File: config.mk
export PLATFORM = sky130hd
export DESIGN_NAME = fpu_exc_gate
export DESIGN_NICKNAME = d
export VERILOG_FILES = /design/src/rtl/fpu_exc_pkg.sv /design/src/rtl/fpu_exc_csr.sv /design/src/rtl/fpu_exc_trap_sel.sv /design/src/rtl/fpu_exc_default.sv /design/src/rtl/fpu_exc_gate.sv
export SDC_FILE = /design/constraint.sdc
export NUM_CORES = 1
export LEC_CHECK = 0
export BUFFER_PORTS_ARGS = -buffer_cell sky130_fd_sc_hd__buf_2
export CAP_MARGIN = 30
export CELL_PAD_IN_SITES_DETAIL_PLACEMENT = 0
export CELL_PAD_IN_SITES_GLOBAL_PLACEMENT = 1
export CORE_ASPECT_RATIO = 0.9
export CORE_MARGIN = 3
export CORE_UTILIZATION = 30
export CTS_CLUSTER_DIAMETER = 60
export DETAILED_ROUTE_END_ITERATION = 12
export PLACE_DENSITY = 0.8
export SYNTH_ARGS = -nofsm -noshare
export SYNTH_HDL_FRONTEND = slang
export SYNTH_SLANG_ARGS = --single-unit
File: constraint.sdc
create_clock -name clk_i -period 2.4 [get_ports clk_i]
set_input_delay 0.24 -clock clk_i [delete_from_list [all_inputs] [get_ports clk_i]]
set_output_delay 0.24 -clock clk_i [all_outputs]
set_load 0.005 [all_outputs]
File: src/rtl/fpu_exc_pkg.sv
package fpu_exc_pkg;

  localparam int DATA_W = 32;
  localparam int EXP_W  = 8;
  localparam int MAN_W  = DATA_W - 1 - EXP_W;
  localparam int FLAG_W = 6;

  // Flag index: same position in the flag vector and the enable field
  localparam int F_INV = 0;
  localparam int F_DZ  = 1;
  localparam int F_OVF = 2;
  localparam int F_UNF = 3;
  localparam int F_INX = 4;
  localparam int F_DEN = 5;

  typedef enum logic [1:0] {
    CLS_ARITH = 2'b00,
    CLS_CONV  = 2'b01,
    CLS_CMP   = 2'b10
  } op_class_e;

  typedef enum logic [1:0] {
    RM_NEAR = 2'b00,
    RM_ZERO = 2'b01,
    RM_PINF = 2'b10,
    RM_MINF = 2'b11
  } rmode_e;

  function automatic logic [DATA_W-1:0] fp_inf(input logic s);
    return {s, {EXP_W{1'b1}}, {MAN_W{1'b0}}};
  endfunction

  function automatic logic [DATA_W-1:0] fp_max(input logic s);
    return {s, {(EXP_W-1){1'b1}}, 1'b0, {MAN_W{1'b1}}};
  endfunction

  function automatic logic [DATA_W-1:0] fp_qnan();
    return {1'b0, {EXP_W{1'b1}}, 1'b1, {(MAN_W-1){1'b0}}};
  endfunction

  function automatic logic [DATA_W-1:0] fp_zero(input logic s);
    return {s, {(DATA_W-1){1'b0}}};
  endfunction

  // Masked overflow: infinity or largest finite value by rounding direction
  function automatic logic [DATA_W-1:0] fp_ovf_default(input logic s, input rmode_e rm);
    logic to_inf;
    case (rm)
      RM_NEAR: to_inf = 1'b1;
      RM_ZERO: to_inf = 1'b0;
      RM_PINF: to_inf = ~s;
      default: to_inf = s;
    endcase
    return to_inf ? fp_inf(s) : fp_max(s);
  endfunction

endpackage

File: src/rtl/fpu_exc_csr.sv
module fpu_exc_csr
  import fpu_exc_pkg::*;
#(
  parameter int CSR_W   = 32,
  parameter int ENA_LSB = 12,
  parameter int RM_LSB  = 0
) (
  input  logic              clk_i,
  input  logic              rst_ni,
  input  logic              we_i,
  input  logic [CSR_W-1:0]  wdata_i,
  output logic [CSR_W-1:0]  csr_o,
  output logic [FLAG_W-1:0] enables_o,
  output rmode_e            rmode_o
);

  logic [CSR_W-1:0] csr_q;

  always_ff @(posedge clk_i) begin
    if (!rst_ni)   csr_q <= '0;
    else if (we_i) csr_q <= wdata_i;
  end

  assign csr_o     = csr_q;
  assign enables_o = csr_q[ENA_LSB +: FLAG_W];
  assign rmode_o   = rmode_e'(csr_q[RM_LSB +: 2]);

endmodule

File: src/rtl/fpu_exc_trap_sel.sv
module fpu_exc_trap_sel
  import fpu_exc_pkg::*;
(
  input  logic              valid_i,
  input  logic [FLAG_W-1:0] flags_i,
  input  logic [FLAG_W-1:0] enables_i,
  output logic              fire_o,
  output logic [FLAG_W-1:0] cause_o
);

  // Trap priority: invalid, divide-by-zero, denormal, overflow, underflow, inexact
  localparam int PRIO [FLAG_W] = '{F_INV, F_DZ, F_DEN, F_OVF, F_UNF, F_INX};

  logic [FLAG_W-1:0] hits;
  assign hits   = valid_i ? (flags_i & enables_i) : '0;
  assign fire_o = |hits;

  always_comb begin
    logic found;
    found   = 1'b0;
    cause_o = '0;
    for (int k = 0; k < FLAG_W; k++) begin
      if (!found && hits[PRIO[k]]) begin
        cause_o[PRIO[k]] = 1'b1;
        found            = 1'b1;
      end
    end
  end

endmodule

File: src/rtl/fpu_exc_default.sv
module fpu_exc_default
  import fpu_exc_pkg::*;
#(
  parameter int CC_W      = 4,
  parameter int UNORD_BIT = 0
) (
  input  logic [FLAG_W-1:0] flags_i,
  input  logic [FLAG_W-1:0] enables_i,
  input  op_class_e         class_i,
  input  logic              sign_i,
  input  rmode_e            rmode_i,
  input  logic [DATA_W-1:0] result_i,
  input  logic [CC_W-1:0]   cc_i,
  output logic [DATA_W-1:0] data_o,
  output logic [CC_W-1:0]   cc_o
);

  logic [FLAG_W-1:0] masked;
  assign masked = flags_i & ~enables_i;

  always_comb begin
    data_o = result_i;
    cc_o   = cc_i;
    if (masked[F_INV]) begin
      case (class_i)
        CLS_ARITH: data_o = fp_qnan();
        CLS_CONV:  data_o = fp_max(sign_i);
        default:   cc_o[UNORD_BIT] = 1'b1;
      endcase
    end else if (masked[F_DZ]) begin
      data_o = fp_inf(sign_i);
    end else if (masked[F_OVF]) begin
      data_o = fp_ovf_default(sign_i, rmode_i);
    end else if (masked[F_UNF]) begin
      data_o = fp_zero(sign_i);
    end else if (masked[F_INX] || masked[F_DEN]) begin
      // rounded result, or operand already flushed by the datapath
      data_o = result_i;
    end
  end

endmodule

File: src/rtl/fpu_exc_gate.sv
module fpu_exc_gate
  import fpu_exc_pkg::*;
#(
  parameter int CSR_W     = 32,
  parameter int ENA_LSB   = 12,
  parameter int RM_LSB    = 0,
  parameter int CC_W      = 4,
  parameter int UNORD_BIT = 0
) (
  input  logic              clk_i,
  input  logic              rst_ni,
  input  logic              csr_we_i,
  input  logic [CSR_W-1:0]  csr_wdata_i,
  output logic [CSR_W-1:0]  csr_rdata_o,
  input  logic              op_valid_i,
  input  logic [FLAG_W-1:0] op_flags_i,
  input  logic [1:0]        op_class_i,
  input  logic              op_sign_i,
  input  logic [DATA_W-1:0] op_result_i,
  input  logic [CC_W-1:0]   op_cc_i,
  output logic              trap_o,
  output logic [FLAG_W-1:0] trap_cause_o,
  output logic              wr_valid_o,
  output logic [DATA_W-1:0] wr_data_o,
  output logic [CC_W-1:0]   wr_cc_o
);

  // Internal events, named for the checker
  logic [FLAG_W-1:0] enables_w;
  rmode_e            rmode_w;
  logic              fire_w;
  logic [FLAG_W-1:0] cause_w;
  logic [DATA_W-1:0] subst_data_w;
  logic [CC_W-1:0]   subst_cc_w;

  fpu_exc_csr #(.CSR_W(CSR_W), .ENA_LSB(ENA_LSB), .RM_LSB(RM_LSB)) u_csr (
    .clk_i     (clk_i),
    .rst_ni    (rst_ni),
    .we_i      (csr_we_i),
    .wdata_i   (csr_wdata_i),
    .csr_o     (csr_rdata_o),
    .enables_o (enables_w),
    .rmode_o   (rmode_w)
  );

  fpu_exc_trap_sel u_sel (
    .valid_i   (op_valid_i),
    .flags_i   (op_flags_i),
    .enables_i (enables_w),
    .fire_o    (fire_w),
    .cause_o   (cause_w)
  );

  fpu_exc_default #(.CC_W(CC_W), .UNORD_BIT(UNORD_BIT)) u_def (
    .flags_i   (op_flags_i),
    .enables_i (enables_w),
    .class_i   (op_class_e'(op_class_i)),
    .sign_i    (op_sign_i),
    .rmode_i   (rmode_w),
    .result_i  (op_result_i),
    .cc_i      (op_cc_i),
    .data_o    (subst_data_w),
    .cc_o      (subst_cc_w)
  );

  always_ff @(posedge clk_i) begin
    if (!rst_ni) begin
      trap_o       <= 1'b0;
      trap_cause_o <= '0;
      wr_valid_o   <= 1'b0;
      wr_data_o    <= '0;
      wr_cc_o      <= '0;
    end else begin
      trap_o       <= fire_w;
      trap_cause_o <= cause_w;
      wr_valid_o   <= op_valid_i && !fire_w;
      if (op_valid_i && !fire_w) begin
        wr_data_o <= subst_data_w;
        wr_cc_o   <= subst_cc_w;
      end
    end
  end

endmodule

======== Word level (Yosys, flattened, before mapping) ========
Cells that the tools add are included.
storage, ports and cells
  logic and storage cells ................. 52
  input port bits ......................... 81
  output and inout bits ................... 76
  register bits ........................... 76
cells by class
  multiplexer cells ....................... 23
  equal/unequal tests ..................... 3
  bitwise logic cells ..................... 4
  reductions and logical operators ........ 16
operators by type and width
  operator                                                                number
  32-bit two-way mux                                                      4
  32-bit one-hot mux with 2 select lines                                  1
  24-bit two-way mux                                                      1
  1-bit two-way mux                                                       15
  6-bit bitwise AND                                                       1
  1-bit logical AND                                                       6
  1-bit zero test                                                         6
  6-bit two-way mux                                                       1
  6-bit OR reduction                                                      1
  4-bit bitwise AND                                                       1
  2-bit by 1-bit equality test with 1-bit output (second input constant)  2
  2-bit zero test                                                         2
  4-bit NOT                                                               1
  1-bit one-hot mux with 3 select lines                                   1
  2-bit equality test (second input constant)                             1
  2-bit OR reduction                                                      1
  1-bit NOT                                                               1

======== Longest topological paths before layout ========
Gate-level depths: netlist of run 1.
  depth in word-level cells ............... 18
  gate-level depth with buffers ........... 6
  gate-level depth less buffers ........... 4

======== By module ========
Synthesis of run 1 repeated with hierarchy kept, for this count alone.
unflattened totals
  cell total of the unflattened synthesis .. 426
  area total of the unflattened synthesis .. 3,817.4 um^2
by module, submodules not included
  module            seq. area each (um^2)  cells each  area an instance (um^2)  instances
  fpu_exc_gate      880.8                  174         1,700.4                  1
  fpu_exc_csr       640.6                  111         1,303.8                  1
  fpu_exc_default   0.0                    125         708.2                    1
  fpu_exc_trap_sel  0.0                    16          105.1                    1

======== Worst setup path before layout of run 1 ========
No wires, ideal clock.
  kind .................................... register to register
  from .................................... register u_csr.csr_q[15], in the netlist u_csr.csr_o[15]
  to ...................................... register wr_data_o[1]
  data required time ...................... 2.278 ns
  library setup time ...................... 0.122 ns
  slack ................................... 0.914 ns
  period minus slack after synthesis ...... 1.486 ns
  stages on the path, launching flop included .. 6
  path buffers ............................ 1
  arrival time ............................ 1.364 ns
  cell sequence ........................... dfxtp_1 > a22oi_1 > nand4_4 > a311oi_4 > buf_6 > a21oi_2
on the way
  cells in the longest elaborated chain, start to end .. 6
  elaborated cells between the ends (all ways) .. 11
  classes of those cells .................. mux (5); bitwise (3); reduce/logical (3)
ends and longest elaborated chain
  element                 RTL line               source
  start, declared         fpu_exc_csr.sv:17      logic [CSR_W-1:0] csr_q;
  start signal, assigned  fpu_exc_csr.sv:21      else if (we_i) csr_q <= wdata_i;
  4-bit NOT               fpu_exc_default.sv:19  assign masked = flags_i & ~enables_i;
  4-bit bitwise AND       fpu_exc_default.sv:19
  32-bit two-way mux      fpu_exc_default.sv:34  end else if (masked[F_UNF]) begin
  32-bit two-way mux      fpu_exc_default.sv:32  end else if (masked[F_OVF]) begin
  32-bit two-way mux      fpu_exc_default.sv:30  end else if (masked[F_DZ]) begin
  32-bit two-way mux      fpu_exc_default.sv:24  if (masked[F_INV]) begin
  end signal, assigned    fpu_exc_gate.sv:78     wr_data_o <= subst_data_w;
  end, declared           fpu_exc_gate.sv:24     output logic [DATA_W-1:0] wr_data_o,
Parallel ways exist; a longest one is shown, timed or not.
A chain may end at the register's enable or synchronous reset.

======== Worst setup path after layout of run 1 ========
  from .................................... register u_csr.csr_q[15], in the netlist u_csr.csr_o[15]
  to ...................................... register wr_data_o[27]
The elaborated chain is that of the path after synthesis.

==> qor.csv, run 1 <==
stage,metric,value,unit
clock_network,Setup Buffers After CTS,0,
setup_path,nature of the critical path startpoint,flip-flop,
sta,Slew @ Worst Pin,686.6,ps
hold_path,Worst Hold Class,in2reg,
route,vias per cell,4.744,
die,IO Pins,157,
yosys,post-synth cell types,39,
yosys,synthesized area,0.003093,mm2
global_route,GRT Total Usage,0.1508,
setup_path,"setup slack, reg-to-reg",580,ps
placement,DP Area,0.003970,mm2
sta,worst setup margin,581.8,ps
placement,Worst Setup Slack post-DPL,594.1,ps
yosys,top cell types by occurrence after synthesis,"76 x dfxtp_1, 37 x nor2_1, 33 x o21ai_0",
sta,final setup violation count,0,
final_layout,final non-filler cell total,605,
setup_path,worst-path fanout max,7,
hold_path,min-delay src,csr_wdata_i[11],
global_route,global-route wire length before repair,13850,um
route,DR pass1 iterations,4,
clock_network,CTS tree,built,
setup_path,CP peak stage delay,590,ps
power_and_ir_drop,Leakage,2.051,nW
final_layout,Final nets,555,
setup_path,Levels on crit path,4,
setup_path,Critical Path Most Common Cell,a21oi_1,
route,final WL,8740,um
setup_path,critical-path cell list,a22oi_1 > nand4_4 > a21oi_1 > a21oi_1,
yosys,sequential share of the synthesized area,0.4919,
die,die area,0.01157,mm2
route,DR DRC count,0,
sta,final hold violations,0,
die,Initial Util,0.3134,
setup_path,WP buf/inv,0,
sta,Post-Route Skew,10.68,ps
route,routed length per instance,14.45,um
route,Final ANT Viol Nets,0,
sta,Slew HR,0.5423,
flow_run,max-cap viol count,0,
clock_network,cts repair resizes,0,
placement,port buffer count,156,
sta,RSZ-0062 raised after global routing,no,
die,Rows,34,
power_and_ir_drop,PwrDens,777.8,mW/mm2
route,First DRT Iteration DRCs,230,
final_layout,ANT cells,0,
die,Die Ht,102.3,um
clock_network,Clock Path Buffers,2,
die,chip width,113.0,um
final_layout,layout cell share with drive strength beyond 1,0.4342,
global_route,pin count of the biggest net entering global routing,40,
final_layout,area grow syn2layout,38.59,%
final_layout,fillers,974,
global_route,vias in the first global route,2735,
setup_path,"Arr. time, crit path",1990,ps
sta,"Slew Viols, Final",0,
yosys,cells after synthesis,322,
setup_path,"Data required, critical path",2570,ps
yosys,Yosys top cell area share,0.4919,
setup_path,crit path capture type,flip-flop,
sta,Max Fclk,550.0,MHz
placement,DP Cell Count,589,
route,vias,2870,
placement,GP Congestion,0.8059,
setup_path,FF-to-FF Start,u_csr.csr_o[15]$_SDFFE_PN0P_,
setup_path,CP top delay family,compound AO/OA/AOI/OAI gates,
yosys,Main synth FF type,dfxtp_1,
clock_network,clock sinks,76,
yosys,"area leader, netlist",dfxtp_1,
setup_path,Setup CP Type,reg2reg,
clock_network,TritonCTS Buffers,9,
global_route,GR Overflow Total,0,
final_layout,Finished Core Util,0.4343,
sta,min Tclk post-route,1818,ps
sta,aggregate negative setup slack,0,ps
yosys,synth warn,0,
placement,post-DP HPWL,6495,um
power_and_ir_drop,maximum VDD drop,0.3563,mV
setup_path,Worst R2R Path Depth,4,
setup_path,Worst Setup SP,u_csr.csr_o[15]$_SDFFE_PN0P_,
clock_network,H-tree depth,3,
yosys,Post-synth EDFFs,0,
clock_network,Clock Latency Late Sink,330,ps
clock_network,# hold bufs at CTS,0,
setup_path,"slowest stage cell, crit path",a21oi_1,
hold_path,Min-Delay Path Depth,3,
sta,crit share post-route,0.7576,
final_layout,design area,0.004287,mm2
yosys,share of flip-flops with an asynchronous set or reset,0,
yosys,syn_area_per_cell,9.605,um2
yosys,Mapped Nets,403,
global_route,initial antenna violation count,1,
clock_network,clk slew on worst S/H paths,60,ps
yosys,"top cells by area, synth","dfxtp_1 49%, mux2i_1 10%, a21oi_2 5.7%",
status,outcome,"finished, final reports clean",
die,core area,0.009869,mm2
clock_network,CTS root buffer,clkbuf_16,
yosys,"flops & latches, synth",76,
yosys,most common cell in the netlist,dfxtp_1,
[path summary, 6_finish.rpt]
check | endpoint
worst min-delay path | u_csr.csr_o[11]$_SDFFE_PN0P_
worst max register to register | wr_data_o[27]$_SDFFE_PN0P_
worst min register to register | wr_cc_o[2]$_SDFFE_PN0P_
worst max-delay path | wr_data_o[27]$_SDFFE_PN0P_
[cell families (layout without fill, tap and decap cells)]
logic type | after synthesis | in the layout | synth area share
AO/OA/AOI/OAI | 86 | 86 | 0.1978
flip-flops | 76 | 76 | 0.4919
AND/OR/NAND/NOR | 104 | 104 | 0.1634
buffers and inverters | 24 | 181 | 0.04329
multiplexers | 32 | 32 | 0.1036
[metrics by stage]
step,hold slack (ps),total power [mW]
4_1_cts,137.7,3.388
5_1_grt,141.8,3.508
6_report,148.2,3.334
3_3_place_gp,457.1,1.931
3_5_place_dp,450.3,1.942
2_1_floorplan,374.1,1.720
[cell usage in the layout, fill, tap and decap left out, drive strengths merged]
cell type	instances
and2b	1
nand2	21
and4	1
buf	163
o41ai	1
nor3b	1
bufinv	2
a31oi	1
nand4	5
clkbuf	10
inv	3
a41oi	1
o21ai	33
a32oi	1
a21bo	1
a31o	1
nand3	24
nand2b	4
a22oi	3
nor2b	3
nand3b	2
nor3	1
a211oi	1
dfxtp	76
o211ai	2
a21oi	38
nor2	37
a311oi	1
a2111oi	1
or2b	1
nor4b	1
o31ai	1
mux2i	32
clkinv	3
and3	2
[worst reg2reg max path, cell delays in order, from the launching register on]
cell     delay, ps
dfxtp_1        350
a22oi_1        350
nand4_4        230
a21oi_1        600
a21oi_1        140
[final cells by class]
type,count,area [um2],share of cell area
Inverter,2,7.507,0.001751
Clock buffer,10,229.0,0.05342
Timing Repair Buffer,163,845.8,0.1973
Sequential cell,76,1521,0.3549
Tap cell,126,157.7,0.03678
Clock inverter,6,87.58,0.02043
Multi-Input combinational cell,222,1438,0.3354
[power by group]
group	internal, mW	total, mW	switching (mW)
clock	0.912	1.43	0.514
combinational	0.226	0.501	0.275
sequential	1.36	1.41	0.0483
total	2.50	3.33	0.837
[layer usage]
layer	part of all wire	vias to the layer above	GRT usage
li1	-	1445	-
met1	0.43	1302	0.1858
met2	0.47	103	0.2473
met3	0.070	18	0.04381
met4	0.024	2	0.06562
met5	0.0015	-	0
[sequential cells by signal (all words and copies together), names as in the netlist]
signal,count
trap_cause_o,6
wr_data_o,32
wr_valid_o,1
u_csr.csr_o,32
wr_cc_o,4
trap_o,1
No activity file was read; power rests on OpenSTA's default activity.
==> run 2, diff against run 1 <==
==> constraint.sdc (replaced) <==
create_clock -name clk_i -period 1.8 [get_ports clk_i]
set_input_delay 0.18 -clock clk_i [delete_from_list [all_inputs] [get_ports clk_i]]
set_output_delay 0.18 -clock clk_i [all_outputs]
set_load 0.005 [all_outputs]
==> run 2 against run 1 <==
Count of clock-buffer cells in the layout stayed put. Flip-flop and latch count did not move. Core utilization up 1.3 points. Register-to-register slack worse by 460 ps. Highest routed layer is now met4. Worst hold slack got worse by 64 ps. Power up 47%. Critical endpoint is now wr_data_o[21]$_SDFFE_PN0P_. Wire length up 1.9%. First-iteration DRC count decreased by 25%.
==> qor.csv, run 2 (synthesis gave the netlist of run 1 again) <==
stage,metric,value,unit,change
setup_path,"Data required, critical path",2010,ps,-560 ps
final_layout,area grow syn2layout,42.60,%,
flow_run,max-cap viol count,0,,unchanged
die,die area,0.01157,mm2,unchanged
sta,Max Fclk,594.9,MHz,+8.2%
global_route,initial antenna violation count,0,,-1
route,First DRT Iteration DRCs,173,,-25%
clock_network,Clock Path Buffers,2,,unchanged
sta,Post-Route Skew,9.478,ps,-1.202 ps
clock_network,clock sinks,76,,unchanged
clock_network,clk slew on worst S/H paths,60,ps,about the same
final_layout,layout cell share with drive strength beyond 1,0.4366,,+0.002352
setup_path,nature of the critical path startpoint,flip-flop,,
power_and_ir_drop,maximum VDD drop,0.4551,mV,+28%
sta,"Slew Viols, Final",0,,unchanged
sta,Slew @ Worst Pin,463.4,ps,-223.2 ps
die,core area,0.009869,mm2,unchanged
setup_path,FF-to-FF Start,u_csr.csr_o[15]$_SDFFE_PN0P_,,
clock_network,Clock Latency Late Sink,330,ps,about the same
die,Die Ht,102.3,um,unchanged
setup_path,worst-path fanout max,22,,+15
sta,min Tclk post-route,1681,ps,-137.1 ps
power_and_ir_drop,Leakage,2.104,nW,+2.6%
die,chip width,113.0,um,unchanged
global_route,GR Overflow Total,0,,unchanged
clock_network,TritonCTS Buffers,9,,unchanged
sta,final hold violations,0,,unchanged
power_and_ir_drop,internal power,3.773,mW,+51%
hold_path,min-delay src,csr_wdata_i[18],,
power_and_ir_drop,Comb power frac,0.141,,-0.009
global_route,pin count of the biggest net entering global routing,40,,unchanged
setup_path,Setup CP Type,reg2reg,,
sta,aggregate negative setup slack,0,ps,unchanged
power_and_ir_drop,clock power share,0.476,,+0.048
setup_path,crit path capture type,flip-flop,,
hold_path,Worst Hold Class,in2reg,,
power_and_ir_drop,Psw,1.127,mW,+35%
clock_network,# hold bufs at CTS,0,,unchanged
placement,port buffer count,156,,unchanged
placement,post-DP HPWL,6552,um,+0.87%
clock_network,Setup Buffers After CTS,0,,unchanged
clock_network,CTS tree,built,,
sta,crit share post-route,0.9339,,+0.1763
power_and_ir_drop,PwrDens,1111,mW/mm2,+43%
sta,Slew HR,0.6907,,+0.1484
route,vias per cell,4.695,,-1.0%
global_route,vias in the first global route,2874,,+5.1%
clock_network,cts repair resizes,0,,unchanged
clock_network,H-tree depth,3,,unchanged
sta,final setup violation count,0,,unchanged
power_and_ir_drop,overall power,4.900,mW,+47%
final_layout,ANT cells,0,,unchanged
route,vias,2850,,-0.70%
die,Initial Util,0.3134,,unchanged
final_layout,"most common cell after layout, fill and taps aside",buf_2,,
final_layout,most frequent cells in the layout,"156 x buf_2, 76 x dfxtp_1, 37 x nor2_1",,
final_layout,Final nets,557,,+0.36%
route,routed length per instance,14.67,um,+1.6%
status,outcome,"finished, final reports clean",,
die,IO Pins,157,,unchanged
clock_network,CTS root buffer,clkbuf_16,,
setup_path,Worst Setup SP,u_csr.csr_o[15]$_SDFFE_PN0P_,,
setup_path,"setup slack, reg-to-reg",120,ps,-460 ps
route,Final ANT Viol Nets,0,,unchanged
power_and_ir_drop,sw frac,0.2300,,-0.02098
setup_path,"Arr. time, crit path",1890,ps,-100 ps
power_and_ir_drop,Sequential Power Share,0.384,,-0.038
global_route,GRT Total Usage,0.1576,,+0.006807
route,DR DRC count,0,,unchanged
route,final WL,8905,um,+1.9%
die,Rows,34,,unchanged
placement,GP Congestion,0.8079,,+0.25%
global_route,global-route wire length before repair,14490,um,+4.6%
route,DR pass1 iterations,4,,unchanged
sta,RSZ-0062 raised after global routing,no,,
==> run 2: worst max-delay path, stage by stage, from the launching register on <==
cell and delay (ps):
dfxtp_1 350, a22oi_1 350, nand4_4 240, a311oi_4 300, buf_12 230, a21oi_1 90
==> run 2: cell type report <==
cell class                      count  area (um2)
Timing Repair Buffer              165       898.4
Multi-Input combinational cell    222        1438
Clock buffer                       10       229.0
Inverter                            2       7.507
Clock inverter                      6       158.9
Fill cell                        1019        5459
Tap cell                          126       157.7
Sequential cell                    76        1521
==> run 2: routing by layer <==
metal	vias up	share of wire	track usage
met5	-	0	0
li1	1445	-	-
met1	1307	0.45	0.1903
met4	0	0.017	0.05823
met2	89	0.48	0.2682
met3	9	0.059	0.04618
==> run 2: path summary, 6_finish.rpt <==
| check | end | cells past startpoint |
|---|---|---|
| hold / removal | u_csr.csr_o[18]$_SDFFE_PN0P_ | 3 |
| setup reg to reg | wr_data_o[21]$_SDFFE_PN0P_ | 5 |
| hold reg to reg | wr_cc_o[2]$_SDFFE_PN0P_ | 2 |
| setup / recovery | wr_data_o[21]$_SDFFE_PN0P_ | 5 |
==> run 2: power groups by stage <==
stage | combinational (mW) | sequential (mW) | clock (mW)
6_report | 0.690 | 1.88 | 2.33
3_3_place_gp | 0.687 | 1.91 | 0
4_1_cts | 0.700 | 1.88 | 2.39
3_5_place_dp | 0.698 | 1.92 | 0
5_1_grt | 0.775 | 1.90 | 2.47
2_1_floorplan | 0.371 | 1.92 | 0
==> run 2: per-stage QoR <==
| stage | instances | setup slack (ps) | util | cell area, um2 | hold WS, ps |
|---|---|---|---|---|---|
| after detailed placement | 591 | 121.9 | 0.4076 | 4023 | 422.6 |
| after CTS | 607 | 100.1 | 0.4469 | 4410 | 71.97 |
| after global routing | 607 | 16.09 | 0.4469 | 4410 | 85.27 |
| after global placement | 591 | 208.8 | 0.4076 | 4023 | 415.5 |
| final | 607 | 118.9 | 0.4469 | 4410 | 84.64 |
| after floorplan | 322 | 314.3 | - | 3093 | 314.1 |
==> run 3, diff against run 2 <==
--- a/config.mk
+++ b/config.mk
@@ -10,7 +10,7 @@
 export CELL_PAD_IN_SITES_DETAIL_PLACEMENT = 0
 export CELL_PAD_IN_SITES_GLOBAL_PLACEMENT = 1
 export CORE_ASPECT_RATIO = 0.9
-export CORE_MARGIN = 3
+export CORE_MARGIN = 5
 export CORE_UTILIZATION = 30
 export CTS_CLUSTER_DIAMETER = 60
 export DETAILED_ROUTE_END_ITERATION = 12
==> constraint.sdc (replaced) <==
create_clock -name clk_i -period 1.8 [get_ports clk_i]
set_input_delay 0.18 -clock clk_i [delete_from_list [all_inputs] [get_ports clk_i]]
set_output_delay 0.18 -clock clk_i [all_outputs]
set_load 0.01 [all_outputs]
==> run 3 against run 2 <==
Worst setup slack better by 53 ps. Largest cell class unchanged. Largest power group is now sequential cells. Wire length is 1.7% higher. Critical endpoint is now wr_data_o[2]$_SDFFE_PN0P_. Core utilization is 2.3 points lower.
==> qor.csv, run 3 (synthesis gave the netlist of run 1 again) <==
stage,metric,value,unit,change
clock_network,Setup Buffers After CTS,0,,unchanged
clock_network,H-tree depth,3,,unchanged
clock_network,TritonCTS Buffers,9,,unchanged
power_and_ir_drop,Comb power frac,0.167,,+0.026
hold_path,Min-Delay Path Depth,3,,unchanged
route,vias,2912,,+2.2%
global_route,global-route wire length before repair,13950,um,-3.7%
die,chip width,117.0,um,+3.5%
setup_path,"Data required, critical path",2060,ps,+50 ps
final_layout,Final nets,558,,+0.18%
sta,Slew @ Worst Pin,437.7,ps,-25.73 ps
global_route,GR Overflow Total,0,,unchanged
clock_network,# hold bufs at CTS,0,,unchanged
power_and_ir_drop,sw frac,0.2720,,+0.04200
placement,port buffer count,156,,unchanged
final_layout,area of the multi-input gates,0.001438,mm2,unchanged
flow_run,max-cap viol count,0,,unchanged
clock_network,CTS root buffer,clkbuf_16,,
final_layout,design area,0.004310,mm2,-2.3%
die,IO Pins,157,,unchanged
final_layout,Finished Core Util,0.4243,,-0.02262
sta,worst setup margin,172.3,ps,+53.32 ps
hold_path,Worst Hold Class,in2reg,,
route,DR pass1 iterations,4,,unchanged
route,routed length per instance,14.82,um,+1.0%
sta,final setup violation count,0,,unchanged
global_route,GRT Total Usage,0.1422,,-0.01534
status,outcome,"finished, final reports clean",,
global_route,initial antenna violation count,0,,unchanged
final_layout,ANT cells,0,,unchanged
setup_path,crit path capture type,flip-flop,,
final_layout,fillers,1043,,+2.4%
route,final WL,9054,um,+1.7%
route,vias per cell,4.766,,+1.5%
power_and_ir_drop,Sequential Power Share,0.426,,+0.042
sta,crit share post-route,0.9043,,-0.02962
sta,Max Fclk,614.4,MHz,+3.3%
route,First DRT Iteration DRCs,143,,-17%
die,die area,0.01244,mm2,+7.6%
sta,aggregate negative setup slack,0,ps,unchanged
die,Rows,35,,+2.9%
setup_path,Worst Setup SP,u_csr.csr_o[12]$_SDFFE_PN0P_,,
power_and_ir_drop,PwrDens,1022,mW/mm2,-8.0%
setup_path,"Arr. time, crit path",1890,ps,about the same
clock_network,CTS tree,built,,
placement,GP Congestion,0.8138,,+0.73%
power_and_ir_drop,internal power,3.206,mW,-15%
power_and_ir_drop,Psw,1.198,mW,+6.3%
sta,final hold violations,0,,unchanged
setup_path,Worst R2R Path Depth,6,,+1
placement,Worst Setup Slack post-DPL,180.2,ps,+58.34 ps
power_and_ir_drop,Leakage,2.055,nW,-2.3%
die,core area,0.01016,mm2,+2.9%
sta,Post-Route Skew,6.730,ps,-2.748 ps
die,Die Ht,106.3,um,+3.9%
die,Initial Util,0.3044,,-0.008954
sta,"Slew Viols, Final",0,,unchanged
clock_network,clock sinks,76,,unchanged
hold_path,min-delay src,op_result_i[27],,
route,Final ANT Viol Nets,0,,unchanged
setup_path,FF-to-FF Start,u_csr.csr_o[12]$_SDFFE_PN0P_,,
global_route,pin count of the biggest net entering global routing,40,,unchanged
global_route,vias in the first global route,2706,,-5.8%
final_layout,register area,0.001521,mm2,unchanged
setup_path,worst-path fanout max,22,,unchanged
power_and_ir_drop,clock power share,0.406,,-0.070
final_layout,most frequent cells in the layout,"156 x buf_2, 76 x dfxtp_1, 37 x nor2_1",,
clock_network,cts repair resizes,0,,unchanged
clock_network,clk slew on worst S/H paths,60,ps,about the same
final_layout,area grow syn2layout,39.36,%,
clock_network,Clock Latency Late Sink,330,ps,about the same
setup_path,Setup CP Type,reg2reg,,
clock_network,Clock Path Buffers,2,,unchanged
route,DR DRC count,0,,unchanged
setup_path,nature of the critical path startpoint,flip-flop,,
sta,RSZ-0062 raised after global routing,no,,
final_layout,layout cell share with drive strength beyond 1,0.4398,,+0.003244
power_and_ir_drop,maximum VDD drop,0.5404,mV,+19%
placement,DP Area,0.004009,mm2,-0.34%
sta,Slew HR,0.7079,,+0.01717
final_layout,"most common cell after layout, fill and taps aside",buf_2,,
placement,post-DP HPWL,6712,um,+2.4%
sta,min Tclk post-route,1628,ps,-53.32 ps
==> run 3: cell types whose count changed in the layout (fill, tap and decap cells not counted) <==
cell and change:
buf_12 -2, bufinv_16 -4, clkinv_2 +1, clkbuf_1 -1, clkinv_4 +2, buf_4 +3
clkinvlp_4 +2
==> run 3: path summary, 6_finish.rpt <==
path / slack (ps) / to
setup reg to reg: 170 / wr_data_o[2]$_SDFFE_PN0P_
setup / recovery: 170 / wr_data_o[2]$_SDFFE_PN0P_
hold / removal: 90 / wr_data_o[27]$_SDFFE_PN0P_
hold reg to reg: 460 / wr_cc_o[1]$_SDFFE_PN0P_
==> run 3: power groups by stage <==
stage	sequential, mW	combinational (mW)	clock, mW
2_1_floorplan	1.97	0.371	0
3_3_place_gp	1.91	0.733	0
3_5_place_dp	1.92	0.742	0
4_1_cts	1.88	0.745	1.86
5_1_grt	1.90	0.811	1.93
6_report	1.88	0.736	1.79
==> run 3: stage by stage <==
stage                     power (mW)  cells  hold WS, ps
final                          4.405    611        87.32
after global routing           4.634    611        87.34
after CTS                      4.479    611        75.22
after detailed placement       2.657    595        424.4
after global placement         2.644    595        413.4
after floorplan                2.343    322        314.1
==> run 3: layout make-up <==
type,count,share of cell area
clock inverter,7,0.01771
inverter,2,0.001742
timing repair buffer,166,0.2044
multi-input combinational,222,0.3335
sequential,76,0.3530
tap,129,0.03745
clock buffer,9,0.05225
==> run 3: per-layer routing <==
layer	global-route usage	wire, um
met5	0	0
met4	0.03440	95
met3	0.05009	751
met2	0.2291	4346
met1	0.1813	3861
==> run 3: critical path, cell delays in order, from the launching register on <==
cell and delay (ps):
dfxtp_1 440, nor2b_1 140, buf_4 170, o31ai_4 220, buf_4 280, nand3_1 140
a21oi_2 150
